## config.mk

```make
export PLATFORM = sky130hd
export DESIGN_NAME = burst_col_gen
export DESIGN_NICKNAME = d
export VERILOG_FILES = /design/src/rtl/burst_col_gen.sv
export SDC_FILE = /design/constraint.sdc
export NUM_CORES = 1
export LEC_CHECK = 0
export ABC_AREA = 1
export BUFFER_PORTS_ARGS = -buffer_cell sky130_fd_sc_hd__buf_2
export CAP_MARGIN = 10
export CORE_MARGIN = 2
export CORE_UTILIZATION = 61
export DETAILED_ROUTE_END_ITERATION = 16
export PLACE_DENSITY = 0.84
export SLEW_MARGIN = 40
export SYNTH_ARGS = -nofsm -noshare
export SYNTH_HDL_FRONTEND = slang
export SYNTH_SLANG_ARGS = --single-unit
```

## constraint.sdc

```tcl
create_clock -name clk -period 5.69 [get_ports clk]
set_clock_uncertainty 0.15 [all_clocks]
set_input_delay 0.569 -clock clk [delete_from_list [all_inputs] [get_ports clk]]
set_output_delay 0.569 -clock clk [all_outputs]
set_load 0.01 [all_outputs]
```

## src/rtl/burst_col_gen.sv

```systemverilog
module burst_col_gen #(
  parameter int COL_W = 10
) (
  input  logic             clk,
  input  logic             rst_n,
  input  logic             start,
  input  logic [COL_W-1:0] start_col,
  input  logic [2:0]       burst_len,
  input  logic             interleave,
  input  logic             stop,
  output logic [COL_W-1:0] col,
  output logic             beat_valid,
  output logic             last_beat
);

  logic [COL_W-1:0] base_q, k_q, mask_q, start_mask, k_n, nxt;
  logic             full_q, il_q;

  always_comb begin
    start_mask = '0;
    case (burst_len)
      3'd1:    start_mask[0]   = 1'b1;
      3'd2:    start_mask[1:0] = 2'b11;
      3'd3:    start_mask[2:0] = 3'b111;
      default: start_mask = '0;
    endcase
  end

  assign k_n = k_q + 1'b1;
  assign nxt = full_q ? col + 1'b1 :
               il_q   ? (base_q ^ (k_n & mask_q)) :
                        ((base_q & ~mask_q) | ((base_q + k_n) & mask_q));

  always_ff @(posedge clk) begin
    if (!rst_n) begin
      base_q     <= '0;
      k_q        <= '0;
      mask_q     <= '0;
      full_q     <= 1'b0;
      il_q       <= 1'b0;
      col        <= '0;
      beat_valid <= 1'b0;
      last_beat  <= 1'b0;
    end else if (start) begin
      base_q     <= start_col;
      k_q        <= '0;
      mask_q     <= start_mask;
      full_q     <= burst_len[2];
      il_q       <= interleave;
      col        <= start_col;
      beat_valid <= 1'b1;
      last_beat  <= (burst_len == 3'd0);
    end else if (beat_valid && !last_beat) begin
      k_q       <= k_n;
      col       <= nxt;
      last_beat <= stop || (!full_q && k_n == mask_q);
    end else begin
      beat_valid <= 1'b0;
      last_beat  <= 1'b0;
    end
  end


  last_only_when_valid_chk: assert property (@(posedge clk) disable iff (!rst_n)
    last_beat |-> beat_valid);


  start_loads_chk: assert property (@(posedge clk) disable iff (!rst_n)
    start |=> (beat_valid && col == $past(start_col)));


  ends_after_last_chk: assert property (@(posedge clk) disable iff (!rst_n)
    (last_beat && !start) |=> !beat_valid);


  upper_bits_hold_chk: assert property (@(posedge clk) disable iff (!rst_n)
    (beat_valid && !last_beat && !start && !full_q) |=>
      ((col & ~mask_q) == ($past(col) & ~mask_q)));


  full_page_step_chk: assert property (@(posedge clk) disable iff (!rst_n)
    (beat_valid && !last_beat && !start && full_q) |=> (col == $past(col) + 1'b1));


  stop_marks_last_chk: assert property (@(posedge clk) disable iff (!rst_n)
    (beat_valid && !last_beat && !start && stop) |=> (beat_valid && last_beat));

endmodule

```

==> results_dict.tcl <==
set metrics [dict create \
    status "finished clean" \
    cts_resized 0 \
    grt_overflow 0 \
    ir_drop_v 0.000172 \
    p_switching_mw 0.155 \
    clkTransAtPathRegs_ns 0.12 \
    comb_power_share 0.155 \
    io_pins 30 \
    drc 0 \
    tns_ns 0 \
    leakagePower_nw 1.03 \
    synth_top_family_by_area "simple AND/OR/NAND/NOR gates" \
    crit_type "register to register" \
    initialDrtViolationCount 100 \
    row_count 20 \
    synth_compound_area_frac 0.200 \
    startpoint_type "register" \
    hold_viol_final 0 \
    crit_chain "inv_1 > nor2_1 > inv_1 > nor2_4 > inv_1 > a21oi_1 > o21ai_0 > a31oi_1" \
    cap_violations 0 \
    hp-start "base_q[4]$_SDFFE_PN0P_" \
    synthesis.area_mm2 0.00203 \
    switching_share 0.298 \
    r2r_start "beat_valid$_SDFFE_PN0P_" \
    slew-limit-headroom 0.468 \
    layout_setup_ws_ns 3.42 \
    slowest_delay_ns 0.56 \
    cts_buffer_depth 2 \
    die_w_um 61.7 \
    drv_slew 0 \
    rsz0062_at_grt "false" \
    worst-path-buf-inv 3 \
    crit_arrival_ns 2.40 \
    coreArea_mm2 0.00310 \
    postLayoutCoreUtil 0.730 \
    reg2reg_slack_ns 3.42 \
    grt_first_pass_wirelength_um 6910 \
    htreeDepth 2 \
    synth_nets 323 \
    cts_setup_buffers 0 \
    fillers 290 \
    startpoint "beat_valid$_SDFFE_PN0P_" \
    yosys.area_share.simple 0.250 \
    cts_hold_buf 0 \
    synthAdderAreaFrac 0.0468 \
    insertion_delay_ns 0.35 \
    setup_viol 0 \
    gp_congestion 0.851 \
    synth_cells 298 \
    critPathMostFrequentCell "inv_1" \
    ys_seq_area_frac 0.365 \
    wl_per_cell_um 11.2 \
    finalNonFillerCells 371 \
    synthMuxAreaShare 0 \
    synth.distinct_cells 27 \
    antenna_found_initial 0 \
    dieArea_mm2 0.00381 \
    p_clk_frac 0.292 \
    min_path_type "register to register" \
    place_area_mm2 0.00220 \
    hpwlAfterDp_um 3070 \
    hold-worst-slack_ns 0.335 \
    vias_per_cell 5.12 \
    fin_nets 351 \
    cts-root-buf "clkbuf_4" \
    n_antenna_cell 0 \
    seqPwrFrac 0.553 \
    grt_pass1_vias 1587 \
    worst_pin_slew_ns 0.796 \
    yosysWarnings 0 \
    tritoncts "built" \
    port-buffer-count 29 \
    intPower_mw 0.365 \
    syn_area_per_cell_um2 6.81 \
    layout_common_cells "68 x nand2_1, 50 x inv_1, 37 x dfxtp_1" \
    grt_use_total 0.245 \
    final_cell_area_mm2 0.00226 \
    required_ns 5.83 \
    powerDensity_mw_per_mm2 230 \
    critPathTopFamily "simple AND/OR/NAND/NOR gates" \
    antenna_left 0 \
    cts_buffers 5 \
    vias 1900 \
    ys_seq_elements 37 \
    critPathMaxFanout 12 \
    die_height_um 61.7 \
    area_growth_syn_to_layout_pct 11.5 \
    ys_top_cells_by_area "dfxtp_1 36%, nand2_1 13%, inv_1 9.2%" \
    cp-end-kind "register" \
    clock-sinks 37 \
    min_period_ns 2.27 \
    wirelength_um 4160 \
    yosysTopAreaCell "dfxtp_1" \
    grt_max_degree 25 \
    start_util 0.654 \
    dp_slack_ns 3.22 \
    fmax_mhz 441 \
    drt_pre_antenna_iters 4 \
    synth_top_area_frac 0.365 \
    drive_gt1_frac 0.147 \
    fin_crit_sh 0.398 \
    slowest_stage "nor2_1" \
    place_inst 363 \
    total_power_mw 0.520 \
    synth_xor_area_frac 0.0259 \
    layout_commonest_cell "nand2_1" \
]
## power groups by stage
stage / clock, mW / combinational (mW) / sequential (mW)
floorplan: 0 / 0.0555 / 0.293
global placement: 0 / 0.0795 / 0.293
detailed placement: 0 / 0.0807 / 0.293
CTS: 0.155 / 0.0811 / 0.287
global route: 0.167 / 0.0928 / 0.290
finish: 0.152 / 0.0806 / 0.287
## flip-flops by register name, summed over array words and instances (netlist names)
signal / count
base_q: 10
beat_valid: 1
col: 10
full_q: 1
il_q: 1
k_q: 10
last_beat: 1
mask_q: 3
## worst paths after layout
check / cells past startpoint / endpoint
min: 2 / base_q[4]$_SDFFE_PN0P_
max: 8 / col[8]$_SDFFE_PN0P_
max reg2reg: 8 / col[8]$_SDFFE_PN0P_
min reg2reg: 2 / base_q[4]$_SDFFE_PN0P_
## cell families (layout without fill, tap and decap cells)
| group | Yosys count | in the layout |
|---|---|---|
| AND/OR/NAND/NOR | 116 | 116 |
| AO/OA/AOI/OAI | 71 | 71 |
| XOR/XNOR | 6 | 6 |
| adder cells (fa/ha/maj) | 7 | 7 |
| flip-flops | 37 | 37 |
| buffers and inverters | 61 | 90 |
## Yosys cell counts
| master | n |
|---|---|
| nand3_2 | 1 |
| nor3_2 | 1 |
| a21oi_2 | 2 |
| a211oi_1 | 4 |
| nor2_2 | 3 |
| buf_2 | 1 |
| fa_1 | 1 |
| nor2_4 | 2 |
| dfxtp_1 | 37 |
| o21ai_1 | 5 |
| nand2_2 | 2 |
| nand3b_1 | 1 |
| clkinv_1 | 3 |
| o22ai_1 | 11 |
| nand2_1 | 68 |
| a21oi_1 | 23 |
| o21ai_0 | 15 |
| ha_1 | 6 |
| nand4_1 | 4 |
| a31oi_1 | 7 |
| clkbuf_1 | 7 |
| inv_1 | 50 |
| o211ai_1 | 4 |
| nor2_1 | 20 |
| nand3_1 | 14 |
| xnor2_1 | 2 |
| xor2_1 | 4 |
## worst min-delay path, delay by kind of cell (launching register included)
| kind | cells | cell delay, ns |
|---|---|---|
| compound gates | 1 | 0.07 |
| buf+inv | 1 | 0.06 |
| flops | 1 | 0.32 |
## area by class of cell
cell class              count  area, um2  share of cell area
multi-input cells         200       1060               0.468
flip-flops and latches     37        741               0.327
clock buffers               6       51.3              0.0227
clock inverters             2       13.8             0.00608
inverters                  53        199              0.0878
well taps                  44       55.1              0.0243
repair buffers             29        145              0.0641
## layer usage
| layer | track usage | part of all wire | wire length, um |
|---|---|---|---|
| met2 | 0.383 | 0.44 | 1820 |
| met5 | 0 | 0 | 0 |
| met3 | 0.0621 | 0.054 | 224 |
| met1 | 0.335 | 0.50 | 2060 |
| met4 | 0.0729 | 0.014 | 57 |
Note: power is estimated with default switching activity, not from simulation.
